[src/rtl/acc_alu_pkg.sv]
package acc_alu_pkg;

  localparam int OP_W = 4;

  // Operation codes; values are part of the interface.
  typedef enum logic [OP_W-1:0] {
    OP_ADD_C = 4'd0,
    OP_SUB_B = 4'd1,
    OP_AND   = 4'd2,
    OP_OR    = 4'd3,
    OP_XOR   = 4'd4,
    OP_SHL   = 4'd5,
    OP_SHR   = 4'd6,
    OP_ROL   = 4'd7,
    OP_ROR   = 4'd8,
    OP_INC   = 4'd9,
    OP_DEC   = 4'd10,
    OP_CMP   = 4'd11,
    OP_BIT   = 4'd12,
    OP_LOAD  = 4'd13
  } aluOp_e;

  // Which unit drives the result bus.
  typedef enum logic [2:0] {
    UNIT_PASS,
    UNIT_ADD,
    UNIT_AND,
    UNIT_OR,
    UNIT_XOR,
    UNIT_SHL,
    UNIT_SHR
  } unitSel_e;

  // Second adder input.
  typedef enum logic [1:0] {
    B_OPERAND,
    B_INVERTED,
    B_ZERO,
    B_ONES
  } addB_e;

  // Adder carry-in source.
  typedef enum logic [1:0] {
    CIN_FLAG,
    CIN_ONE,
    CIN_ZERO
  } cinSel_e;

  // Strobe bundle from control to datapath.
  typedef struct packed {
    unitSel_e unit;
    logic     addFromOperand;  // adder A side takes the operand (inc/dec)
    addB_e    addB;
    cinSel_e  cin;
    logic     rotate;          // shifter fills vacated bit from carry
    logic     bitTest;         // negative/overflow come from the raw operand
    logic     wrResult;
    logic     updCarry;
    logic     updZero;
    logic     updNeg;
    logic     updOvf;
  } ctrlStrobes_t;

endpackage

[src/rtl/acc_alu_ctrl.sv]
module acc_alu_ctrl
  import acc_alu_pkg::*;
(
  input  logic            opValid,
  input  logic [OP_W-1:0] opSel,
  output ctrlStrobes_t    strobes
);

  always_comb begin
    strobes      = '0;
    strobes.unit = UNIT_PASS;
    strobes.addB = B_OPERAND;
    strobes.cin  = CIN_FLAG;
    if (opValid) begin
      case (opSel)
        OP_ADD_C, OP_SUB_B: begin
          strobes.unit     = UNIT_ADD;
          strobes.addB     = (opSel == OP_SUB_B) ? B_INVERTED : B_OPERAND;
          strobes.wrResult = 1'b1;
          strobes.updCarry = 1'b1;
          strobes.updZero  = 1'b1;
          strobes.updNeg   = 1'b1;
          strobes.updOvf   = 1'b1;
        end
        OP_AND, OP_OR, OP_XOR: begin
          strobes.unit     = (opSel == OP_AND) ? UNIT_AND :
                             (opSel == OP_OR)  ? UNIT_OR  : UNIT_XOR;
          strobes.wrResult = 1'b1;
          strobes.updZero  = 1'b1;
          strobes.updNeg   = 1'b1;
        end
        OP_SHL, OP_SHR, OP_ROL, OP_ROR: begin
          strobes.unit     = (opSel == OP_SHL || opSel == OP_ROL) ? UNIT_SHL : UNIT_SHR;
          strobes.rotate   = (opSel == OP_ROL || opSel == OP_ROR);
          strobes.wrResult = 1'b1;
          strobes.updCarry = 1'b1;
          strobes.updZero  = 1'b1;
          strobes.updNeg   = 1'b1;
        end
        OP_INC, OP_DEC: begin
          strobes.unit           = UNIT_ADD;
          strobes.addFromOperand = 1'b1;
          strobes.addB           = (opSel == OP_INC) ? B_ZERO : B_ONES;
          strobes.cin            = (opSel == OP_INC) ? CIN_ONE : CIN_ZERO;
          strobes.wrResult       = 1'b1;
          strobes.updZero        = 1'b1;
          strobes.updNeg         = 1'b1;
        end
        OP_CMP: begin
          strobes.unit     = UNIT_ADD;
          strobes.addB     = B_INVERTED;
          strobes.cin      = CIN_ONE;
          strobes.updCarry = 1'b1;
          strobes.updZero  = 1'b1;
          strobes.updNeg   = 1'b1;
        end
        OP_BIT: begin
          strobes.unit    = UNIT_AND;
          strobes.bitTest = 1'b1;
          strobes.updZero = 1'b1;
          strobes.updNeg  = 1'b1;
          strobes.updOvf  = 1'b1;
        end
        OP_LOAD: begin
          strobes.unit     = UNIT_PASS;
          strobes.wrResult = 1'b1;
          strobes.updZero  = 1'b1;
          strobes.updNeg   = 1'b1;
        end
        default: ;  // unused codes: no strobes
      endcase
    end
  end

endmodule

[src/rtl/acc_alu_datapath.sv]
module acc_alu_datapath
  import acc_alu_pkg::*;
#(
  parameter int DATA_W = 8
) (
  input  logic              clk,
  input  logic              rstN,
  input  ctrlStrobes_t      strobes,
  input  logic [DATA_W-1:0] accIn,
  input  logic [DATA_W-1:0] operandIn,
  input  logic              carryIn,
  output logic [DATA_W-1:0] resultOut,
  output logic              resultWrEn,
  output logic              carryOut,
  output logic              carryUpd,
  output logic              zeroOut,
  output logic              zeroUpd,
  output logic              negOut,
  output logic              negUpd,
  output logic              ovfOut,
  output logic              ovfUpd
);

  localparam int SIGN_BIT = DATA_W - 1;
  localparam int NEXT_BIT = DATA_W - 2;

  logic [DATA_W-1:0] addA, addB, resNext;
  logic [DATA_W:0]   sum;
  logic              cinBit, shiftIn, addOvf;
  logic              carryNext, zeroNext, negNext, ovfNext;

  // Shared adder: add, subtract, compare, increment, decrement.
  always_comb begin
    addA = strobes.addFromOperand ? operandIn : accIn;
    case (strobes.addB)
      B_INVERTED: addB = ~operandIn;
      B_ZERO:     addB = '0;
      B_ONES:     addB = '1;
      default:    addB = operandIn;
    endcase
    case (strobes.cin)
      CIN_ONE:  cinBit = 1'b1;
      CIN_ZERO: cinBit = 1'b0;
      default:  cinBit = carryIn;
    endcase
    sum    = {1'b0, addA} + {1'b0, addB} + {{DATA_W{1'b0}}, cinBit};
    addOvf = (addA[SIGN_BIT] == addB[SIGN_BIT]) && (sum[SIGN_BIT] != addA[SIGN_BIT]);
  end

  assign shiftIn = strobes.rotate ? carryIn : 1'b0;

  // Result selection and flag formation.
  always_comb begin
    carryNext = carryIn;
    case (strobes.unit)
      UNIT_ADD: begin
        resNext   = sum[DATA_W-1:0];
        carryNext = sum[DATA_W];
      end
      UNIT_AND: resNext = accIn & operandIn;
      UNIT_OR:  resNext = accIn | operandIn;
      UNIT_XOR: resNext = accIn ^ operandIn;
      UNIT_SHL: begin
        resNext   = {accIn[DATA_W-2:0], shiftIn};
        carryNext = accIn[SIGN_BIT];
      end
      UNIT_SHR: begin
        resNext   = {shiftIn, accIn[DATA_W-1:1]};
        carryNext = accIn[0];
      end
      default:  resNext = operandIn;
    endcase
    zeroNext = (resNext == '0);
    negNext  = strobes.bitTest ? operandIn[SIGN_BIT] : resNext[SIGN_BIT];
    ovfNext  = strobes.bitTest ? operandIn[NEXT_BIT] : addOvf;
  end

  // Output registers: enables follow strobes, values load only when enabled.
  always_ff @(posedge clk) begin
    if (!rstN) begin
      resultOut  <= '0;
      resultWrEn <= 1'b0;
      carryOut   <= 1'b0;
      carryUpd   <= 1'b0;
      zeroOut    <= 1'b0;
      zeroUpd    <= 1'b0;
      negOut     <= 1'b0;
      negUpd     <= 1'b0;
      ovfOut     <= 1'b0;
      ovfUpd     <= 1'b0;
    end else begin
      resultWrEn <= strobes.wrResult;
      carryUpd   <= strobes.updCarry;
      zeroUpd    <= strobes.updZero;
      negUpd     <= strobes.updNeg;
      ovfUpd     <= strobes.updOvf;
      if (strobes.wrResult) resultOut <= resNext;
      if (strobes.updCarry) carryOut  <= carryNext;
      if (strobes.updZero)  zeroOut   <= zeroNext;
      if (strobes.updNeg)   negOut    <= negNext;
      if (strobes.updOvf)   ovfOut    <= ovfNext;
    end
  end

endmodule

[src/rtl/acc_alu.sv]
module acc_alu
  import acc_alu_pkg::*;
#(
  parameter int DATA_W = 8
) (
  input  logic              clk,
  input  logic              rstN,
  input  logic              opValid,
  input  logic [OP_W-1:0]   opSel,
  input  logic [DATA_W-1:0] accIn,
  input  logic [DATA_W-1:0] operandIn,
  input  logic              carryIn,
  output logic [DATA_W-1:0] resultOut,
  output logic              resultWrEn,
  output logic              carryOut,
  output logic              carryUpd,
  output logic              zeroOut,
  output logic              zeroUpd,
  output logic              negOut,
  output logic              negUpd,
  output logic              ovfOut,
  output logic              ovfUpd
);

  ctrlStrobes_t strobes;

  acc_alu_ctrl ctrl_i (
    .opValid (opValid),
    .opSel   (opSel),
    .strobes (strobes)
  );

  acc_alu_datapath #(.DATA_W(DATA_W)) dp_i (
    .clk        (clk),
    .rstN       (rstN),
    .strobes    (strobes),
    .accIn      (accIn),
    .operandIn  (operandIn),
    .carryIn    (carryIn),
    .resultOut  (resultOut),
    .resultWrEn (resultWrEn),
    .carryOut   (carryOut),
    .carryUpd   (carryUpd),
    .zeroOut    (zeroOut),
    .zeroUpd    (zeroUpd),
    .negOut     (negOut),
    .negUpd     (negUpd),
    .ovfOut     (ovfOut),
    .ovfUpd     (ovfUpd)
  );

endmodule

[config.mk]
export PLATFORM = sky130hd
export DESIGN_NAME = acc_alu
export DESIGN_NICKNAME = d
export VERILOG_FILES = /design/src/rtl/acc_alu_pkg.sv /design/src/rtl/acc_alu_ctrl.sv /design/src/rtl/acc_alu_datapath.sv /design/src/rtl/acc_alu.sv
export SDC_FILE = /design/constraint.sdc
export NUM_CORES = 1
export LEC_CHECK = 0
export BUFFER_PORTS_ARGS = -buffer_cell sky130_fd_sc_hd__buf_2
export CAP_MARGIN = 20
export CORE_MARGIN = 2
export CORE_UTILIZATION = 61
export CTS_CLUSTER_SIZE = 12
export DETAILED_ROUTE_END_ITERATION = 8
export GPL_TIMING_DRIVEN = 0
export PLACE_DENSITY = 0.9
export SYNTH_ARGS = -nofsm -noshare
export SYNTH_HDL_FRONTEND = slang
export SYNTH_SLANG_ARGS = --single-unit
[constraint.sdc]
create_clock -name clk -period 7.8 [get_ports clk]
set_input_delay 0.39 -clock clk [delete_from_list [all_inputs] [get_ports clk]]
set_output_delay 0.39 -clock clk [all_outputs]
set_load 0.02 [all_outputs]
Word-level counts from Yosys, hierarchy flattened. Index checks and enable logic that the tools add are counted.

Input port bits: 24. Register bits after elaboration: 17. Logic and storage cells: 81.

Reductions and logical operators: 14. Bitwise gates (word level): 4. $add $sub $neg: 2. Multiplexer cells: 25. Eq/ne operators: 26.

Operators by type and width (number): 8-bit one-hot mux with 6 select lines (1); 4-bit equality test, second input constant (6); 8-bit one-hot mux with 3 select lines (1); 4-bit by 3-bit equality test with 1-bit output, second input constant (4); 15-bit 2-to-1 mux (1); 14-bit OR reduction (1); 3-bit one-hot mux with 4 select lines (1); 12-bit OR reduction (1); 1-bit 2-to-1 mux (11); 8-bit by 8-bit adder with 9-bit output (1); 9-bit by 1-bit adder with 9-bit output (1); 3-bit equality test, second input constant (3); 8-bit AND (1); 4-bit by 2-bit equality test with 1-bit output, second input constant (2); 8-bit zero test (1); 8-bit 2-to-1 mux (1); 8-bit NOT (1); 8-bit bitwise OR (1); 8-bit bitwise XOR (1); 7-bit OR reduction (1); 2-bit equality test, second input constant (3); 3-bit by 2-bit equality test with 1-bit output, second input constant (2); 2-bit 2-to-1 mux (3); 3-bit 2-to-1 mux (2); other kinds (16) (20).

Logic depth before layout (Yosys ltp). Gate-level depths: netlist (run 1).

Depth in word-level cells: 12. Gate-level depth with buffers: 17. Mapped depth without buffers: 15.

Cells and area by module. A second synthesis (run 1) with hierarchy kept.

Cells, all modules: 303. Area, all modules: 2272.2 um^2.

Modules (own cells, without submodules): acc_alu_datapath (cells each 258, times used 1, area an instance 2013.2 um^2); acc_alu_ctrl (cells each 45, times used 1, area an instance 259.0 um^2).

Worst setup path before layout (run 1). OpenSTA, ideal clock, no wires.

Kind: in2reg. Start point: input port opSel[2]. End point: register dp_i.zeroOut. Required time: 7727 ps. Stages: 16. Arrival: 3507 ps. Buffers on the path: 3. Path slack: 4220 ps. Setup time: 73 ps. Path through: buf_2 > buf_1 > clkbuf_1 > or3_1 > ha_1 > mux2_2 > fa_1 > inv_1 > fa_1 > nor2b_1 > o21ai_0 > a211oi_1 > o32a_1 > nor3_1 > nand4_1 > o22ai_2.

Longest elaborated chain between the ends: 10. Elaborated cells on any way between the ends: 54. Those cells by class: add/sub (2); eq/ne (24); mux (18); reduce/logical (10).

RTL lines: start, declared (RTL line acc_alu.sv:9) `input logic [OP_W-1:0] opSel,`; 4-bit equality test, or another cell as far along (RTL line acc_alu_ctrl.sv:15, acc_alu_ctrl.sv:43, acc_alu_ctrl.sv:44); 1-bit 2-to-1 mux, or another cell as far along (RTL line acc_alu_ctrl.sv:43) `strobes.addB = (opSel == OP_INC) ? B_ZERO : B_ONES;`; 2-bit one-hot mux with 3 select lines (RTL line acc_alu_ctrl.sv:15) `case (opSel)`; 15-bit 2-to-1 mux * (RTL line acc_alu_ctrl.sv:14) `if (opValid) begin`; 2-bit equality test / 2-bit by 1-bit equality test with 1-bit output (equally long branches) (RTL line acc_alu_datapath.sv:35) `case (strobes.addB)`; 8-bit one-hot mux with 3 select lines (RTL line acc_alu_datapath.sv:35); 8-bit by 8-bit adder with 9-bit output (RTL line acc_alu_datapath.sv:46) `sum = {1'b0, addA} + {1'b0, addB} + {{DATA_W{1'b0}}, cinBit};`; 9-bit by 1-bit adder with 9-bit output (RTL line acc_alu_datapath.sv:46); 8-bit one-hot mux with 6 select lines (RTL line acc_alu_datapath.sv:55) `case (strobes.unit)`; 8-bit zero test (RTL line acc_alu_datapath.sv:73) `zeroNext = (resNext == '0);`; end signal, assigned (RTL line acc_alu_datapath.sv:99) `if (strobes.updZero) zeroOut <= zeroNext;`; end, declared (RTL line acc_alu_datapath.sv:16) `output logic zeroOut,`.

Every way passes the cells marked *; elsewhere a longest branch is shown, timed or not. A chain may end at the register's enable or synchronous reset.

Worst setup path in the final report (run 1).
Start point: input port opSel[2]. End point: register dp_i.carryOut.

Longest elaborated chain between the ends: 9. Elaborated cells on any way between the ends: 46. Those cells by class: add/sub (2); eq/ne (20); mux (16); reduce/logical (8).

RTL lines: 4-bit equality test, or another cell as far along (RTL line acc_alu_ctrl.sv:15, acc_alu_ctrl.sv:43, acc_alu_ctrl.sv:44); 1-bit 2-to-1 mux, or another cell as far along (RTL line acc_alu_ctrl.sv:43); 2-bit one-hot mux with 3 select lines (RTL line acc_alu_ctrl.sv:15); 15-bit 2-to-1 mux * (RTL line acc_alu_ctrl.sv:14); 2-bit equality test / 2-bit by 1-bit equality test with 1-bit output (equally long branches) (RTL line acc_alu_datapath.sv:35); 8-bit one-hot mux with 3 select lines (RTL line acc_alu_datapath.sv:35); 8-bit by 8-bit adder with 9-bit output (RTL line acc_alu_datapath.sv:46); 9-bit by 1-bit adder with 9-bit output (RTL line acc_alu_datapath.sv:46); 1-bit one-hot mux with 3 select lines (RTL line acc_alu_datapath.sv:55); end signal, assigned (RTL line acc_alu_datapath.sv:98) `if (strobes.updCarry) carryOut <= carryNext;`; end, declared (RTL line acc_alu_datapath.sv:14) `output logic carryOut,`.

Marks and branches as above.

==> results of run 1 <==
[cell usage after synthesis, types with 5 or more instances]
master	number
inv_1	24
xor2_1	10
ha_1	24
nor2_1	22
a221oi_1	5
nand2b_1	5
a211oi_1	5
nand2_1	35
dfxtp_1	16
a21oi_1	18
mux2i_1	7
nor2b_1	6
clkbuf_1	9
o21ai_0	24
buf_2	6
[layout by cell type (no fill, tap or decap), types with 3 or more instances in the layout]
cell,netlist,routed
o21ai_0,24,24
o21a_1,4,4
a21oi_1,18,18
nand4bb_1,3,3
nor2b_1,6,6
nand2b_1,5,5
inv_1,24,24
mux2i_1,7,7
a22oi_1,4,4
and2_1,3,3
xor2_1,10,10
a31oi_1,4,4
and3_1,3,3
nand3b_1,3,3
nor2_1,22,22
ha_1,24,24
nor3_1,3,3
a221oi_1,5,5
nand2_1,35,35
buf_2,6,46
nand3_1,4,4
dfxtp_1,16,16
a211oi_1,5,5
or3b_1,3,3
xnor2_1,4,4
clkbuf_4,0,3
clkbuf_1,9,9
[flip-flops by register name, indices dropped and copies added (netlist names)]
register / cells
dp_i.carryUpd: 1
dp_i.negOut: 1
dp_i.resultWrEn: 1
dp_i.resultOut: 8
dp_i.negUpd: 1
dp_i.carryOut: 1
dp_i.zeroOut: 1
dp_i.ovfOut: 1
dp_i.ovfUpd: 1
[stage by stage]
stage	cells	hold slack, ns	worst slack, ns
floorplan	296	0.512	4.22
global placement	382	0.448	3.64
detailed placement	382	0.456	3.60
CTS	386	0.354	3.90
global route	386	0.351	3.59
finish	386	0.351	3.83
[final timing paths]
path	end	slack [ns]	startpoint	depth (start not counted)
max	dp_i.carryOut$_SDFFE_PN0P_	3.83	opSel[2]	17
min	dp_i.resultWrEn$_SDFF_PN0_	0.35	rstN	2
max reg2reg	dp_i.resultOut[0]$_SDFFE_PN0P_	7.07	dp_i.resultOut[0]$_SDFFE_PN0P_	2
min reg2reg	dp_i.carryOut$_SDFFE_PN0P_	0.47	dp_i.carryOut$_SDFFE_PN0P_	2
[power groups by stage]
| stage | logic (mW) | clock network (mW) | registers (mW) |
|---|---|---|---|
| floorplan | 0.0934 | 0 | 0.0984 |
| global placement | 0.135 | 0 | 0.0911 |
| detailed placement | 0.140 | 0 | 0.0914 |
| CTS | 0.141 | 0.0558 | 0.0895 |
| global route | 0.158 | 0.0603 | 0.0901 |
| finish | 0.143 | 0.0566 | 0.0895 |
[kinds of logic after synthesis]
logic type | after synthesis | share of synthesized area [%]
mux | 9 | 4.29
buf+inv | 42 | 8.18
flops | 16 | 14.9
compound gates | 85 | 25.9
simple gates | 104 | 25.2
xor+xnor | 14 | 5.69
fa+ha+maj | 26 | 15.8
[cell type report]
type | count | area [um2] | area share (%)
Tap cell | 46 | 57.6 | 2.35
Timing Repair Buffer | 40 | 200 | 8.17
Buffer | 18 | 86.3 | 3.52
Clock buffer | 4 | 36.3 | 1.48
Multi-Input combinational cell | 238 | 1660 | 67.7
Sequential cell | 16 | 320 | 13.1
Inverter | 24 | 90.1 | 3.68
[layer usage]
layer | wire (um) | up-vias | GRT usage (%)
met1 | 2470 | 1099 | 39.5
met5 | 0 | - | 0
li1 | - | 1139 | -
met3 | 547 | 33 | 6.61
met2 | 2820 | 146 | 48.3
met4 | 271 | 0 | 15.2
==> results.sh, run 1 <==
export IMPL_status="completed"
export IMPL_dieArea_um2=4030
export IMPL_seqPwrFrac_pct=30.9
export IMPL_start_kind="primary input"
export IMPL_maxCapViolations=0
export IMPL_period_needed_ns=3.97
export IMPL_postCtsSetupBuffers=0
export IMPL_cts_tree="yes"
export IMPL_slew_headroom_pct=59.0
export IMPL_syn_inst=296
export IMPL_drcViolationCount=0
export IMPL_critical_path_class="primary input to flop"
export IMPL_drt_pass1_iter_count=5
export IMPL_die_h_um=63.5
export IMPL_setup_violations_final=0
export IMPL_p_total_mw=0.290
export IMPL_timing_fmax_ghz=0.252
export IMPL_io_pin_count=41
export IMPL_slew_violations=0
export IMPL_ys_top_cells_by_area="dfxtp_1 (15%), ha_1 (14%), nand2_1 (6.1%)"
export IMPL_worstSetupEndpointType="flop"
export IMPL_seq_area_frac_synth_pct=14.9
export IMPL_fin_crit_sh_pct=50.9
export IMPL_hold_path_class="primary input to flop"
export IMPL_switching_share_pct=40.3
export IMPL_clk_latency_ns=0.29
export IMPL_die_w_um=63.5
export IMPL_rows=21
export IMPL_p_clk_share_pct=19.5
export IMPL_final_core_util_pct=72.8
export IMPL_num_nets_final=391
export IMPL_netlist_area_um2=2160
export IMPL_gr_usage_all_layers_pct=30.7
export IMPL_clock_sinks=16
export IMPL_via_per_inst=6.26
export IMPL_ys_flop_type="dfxtp_1"
export IMPL_postPlaceCellArea_um2=2410
export IMPL_grt_max_degree=11
export IMPL_grt_pass1_vias=2102
export IMPL_synth_top_area_share_pct=14.9
export IMPL_nFillCells=296
export IMPL_slowest_delay_ns=0.43
export IMPL_root_buffer="clkbuf_4"
export IMPL_worst_ep_required_time_ns=7.97
export IMPL_htree_levels=1
export IMPL_ys_async_sr_fraction_pct=0
export IMPL_gp_congestion=1.00
export IMPL_drive_above_1_share_pct=17.6
export IMPL_crit_chain="buf_2 -> buf_2 -> buf_1 -> clkbuf_1 -> or3_1 -> ha_1 -> mux2_2 -> fa_1 -> inv_1 -> fa_1 -> nor2b_1 -> o31a_1 -> o22ai_1 -> nor2b_1 -> o21a_1 -> o21ai_0 -> a221oi_1"
export IMPL_ctsHoldBuffers=0
export IMPL_start_util_pct=64.1
export IMPL_clkTransAtPathRegs_ns=0.10
export IMPL_share_comb_of_total_power_pct=49.5
export IMPL_coreArea_um2=3360
export IMPL_skew_ns=0
export IMPL_cts_resized=0
export IMPL_worstPathMaxFanout=10
export IMPL_rsz0062_at_grt="false"
export IMPL_drt_iter0_markers=222
export IMPL_clockBufferDepth=2
export IMPL_synth_edf_count=0
export IMPL_p_switching_mw=0.117
export IMPL_antenna_found_initial=0
export IMPL_area_delta_synth_final_pct=13.6
export IMPL_cp_top_family="compound AO/OA/AOI/OAI gates"
export IMPL_final_hold_viol_count=0
export IMPL_overflow=0
export IMPL_diodes=0
export IMPL_design_area_um2=2450
export IMPL_p_leak_nw=1.19
export IMPL_worst_slew_pin_slew_ns=0.615
export IMPL_ant_nets=0
export IMPL_critPathBufInv=5
export IMPL_port_buffers=40
export IMPL_syn_avg_cell_area_um2=7.28
export IMPL_syn_num_nets=346
export IMPL_avgRoutedWirePerCell_um=15.8
export IMPL_critPathArrivalTime_ns=4.14
export IMPL_synth_seq_cells=16
export IMPL_cts_made_buffers=3
export IMPL_irDropWorstVdd_uv=85.0
export IMPL_totalWireLength_um=6110
export IMPL_vias=2417
export IMPL_finalSetupTns_ns=0
export IMPL_p_per_area_nw_per_um2=118
export IMPL_post_synth_top_area_cell="dfxtp_1"
export IMPL_dpl_hpwl_um=4690
export IMPL_intPower_mw=0.173
export IMPL_grt_pass1_wl_um=9870
export IMPL_yosysUniqueCellTypes=59
export IMPL_synth_warnings=0
export IMPL_cp_slowest_cell="or3_1"
Note: power is estimated with default switching activity, not from simulation.
==> run 2, diff against run 1 <==
- CORE_UTILIZATION: 61 -> 57
- PLACE_DENSITY: 0.9 -> 0.85
- clock period: 7.8 -> 3.9 ns (I/O delays scaled with it)
==> run 2 against run 1 <==
Net effect: final area up 1.0%; sequential cell count did not move; non-clock buffer count down 3; largest power group unchanged; sequential power is 100% higher; clock-buffer cell count unchanged.
==> results.sh, run 2 (synthesis gave the netlist of run 1 again) <==
export IMPL_status="completed"
export IMPL_dp_cells=384
export IMPL_via_per_inst=6.13
export IMPL_die_h_um=65.5
export IMPL_final_hold_viol_count=0
export IMPL_top_register="dp_i.resultOut"
export IMPL_maxCapViolations=0
export IMPL_start_util_pct=58.9
export IMPL_coreArea_um2=3660
export IMPL_grt_max_degree=11
export IMPL_clk_latency_ns=0.25
export IMPL_grt_pass1_vias=2221
export IMPL_ctsHoldBuffers=0
export IMPL_htree_levels=1
export IMPL_drt_pass1_iter_count=5
export IMPL_num_nets_final=388
export IMPL_fin_crit_sh_pct=93.5
export IMPL_setup_violations_final=0
export IMPL_gr_usage_all_layers_pct=31.6
export IMPL_root_buffer="clkbuf_8"
export IMPL_drcViolationCount=0
export IMPL_clockBufferDepth=2
export IMPL_rrSetupSlack_ns=3.17
export IMPL_ant_nets=0
export IMPL_overflow=0
export IMPL_clkTransAtPathRegs_ns=0.06
export IMPL_worst_slew_pin_slew_ns=0.623
export IMPL_hold_path_class="primary input to flop"
export IMPL_clock_sinks=16
export IMPL_port_buffers=40
export IMPL_final_cells=385
export IMPL_p_total_mw=0.617
export IMPL_final_core_util_pct=67.6
export IMPL_antenna_found_initial=0
export IMPL_start_kind="primary input"
export IMPL_drt_iter0_markers=291
export IMPL_period_needed_ns=3.65
export IMPL_diodes=0
export IMPL_critical_path_class="primary input to flop"
export IMPL_dieArea_um2=4290
export IMPL_io_pin_count=41
export IMPL_slew_headroom_pct=58.5
export IMPL_largest_reg_flops=8
export IMPL_totalWireLength_um=6160
export IMPL_area_delta_synth_final_pct=14.8
export IMPL_place_ws_ns=-0.122
export IMPL_cts_resized=0
export IMPL_critPathArrivalTime_ns=3.83
export IMPL_vias=2359
export IMPL_worst_ep_required_time_ns=4.08
export IMPL_hold_slack_ns=0.208
export IMPL_p_leak_nw=1.20
export IMPL_drive_above_1_share_pct=19.3
export IMPL_p_per_area_nw_per_um2=250
export IMPL_worstSetupEndpointType="flop"
export IMPL_slew_violations=0
export IMPL_avgRoutedWirePerCell_um=16.0
export IMPL_dpl_hpwl_um=4700
export IMPL_layout_commonest_cell="buf_2"
export IMPL_irDropWorstVdd_uv=163
export IMPL_gp_congestion=0.978
export IMPL_die_w_um=65.5
export IMPL_timing_fmax_ghz=0.274
export IMPL_skew_ns=0
export IMPL_setup_slack_ns=0.255
export IMPL_postCtsSetupBuffers=0
export IMPL_cts_tree="yes"
export IMPL_final_cell_mix="buf_2 (47), nand2_1 (34), inv_1 (24), ha_1 (24), o21ai_0 (23)"
export IMPL_grt_pass1_wl_um=10500
export IMPL_rows=22
export IMPL_worstPathMaxFanout=10
export IMPL_cts_made_buffers=3
==> run 2: worst paths after layout <==
path	from	endpoint	depth (start not counted)
setup reg to reg	dp_i.ovfOut$_SDFFE_PN0P_	dp_i.ovfOut$_SDFFE_PN0P_	4
setup / recovery	opSel[1]	dp_i.zeroOut$_SDFFE_PN0P_	18
hold reg to reg	dp_i.carryOut$_SDFFE_PN0P_	dp_i.carryOut$_SDFFE_PN0P_	2
hold / removal	rstN	dp_i.resultWrEn$_SDFF_PN0_	2
==> run 2: cell type report <==
class / instances / area, um2
fillers: 323 / 1190
multi-input cells: 238 / 1670
clock buffers: 4 / 55.1
repair buffers: 40 / 200
well taps: 48 / 60.1
flip-flops and latches: 16 / 320
inverters: 24 / 90.1
plain buffers: 15 / 77.6
==> run 2: stage by stage <==
stage	cell area, um2	setup TNS, ns
floorplan	2160	0
global placement	2420	-0.161
detailed placement	2420	-0.234
CTS	2470	0
global route	2470	-0.0147
finish	2470	0
==> run 2: report_power, final <==
group | internal (mW) | leakage, nW | switching, mW
combinational | 0.115 | 1.04 | 0.174
clock | 0.0897 | 0.0288 | 0.0601
sequential | 0.175 | 0.132 | 0.00455
==> run 2: routing by layer <==
metal  vias up  part of all wire, %  global-route usage (%)
met3        22                  7.2                    6.85
met4         0                  3.1                    9.11
met1      1095                   42                    41.2
li1       1131                    -                       -
met5         -                    0                       0
met2       111                   48                    52.3
==> run 2: critical path, cell delays in order <==
cell and delay, ns:
buf_2 0.12, buf_2 0.21, buf_2 0.23, xor2_1 0.22, nand3_2 0.21, buf_2 0.27
nand2_1 0.10, xor2_1 0.21, fa_1 0.26, inv_1 0.06, fa_1 0.40, nor2b_1 0.18
o31a_1 0.18, a211oi_1 0.06, o32a_1 0.37, nor3_2 0.22, nand4_1 0.19, o22ai_2 0.12
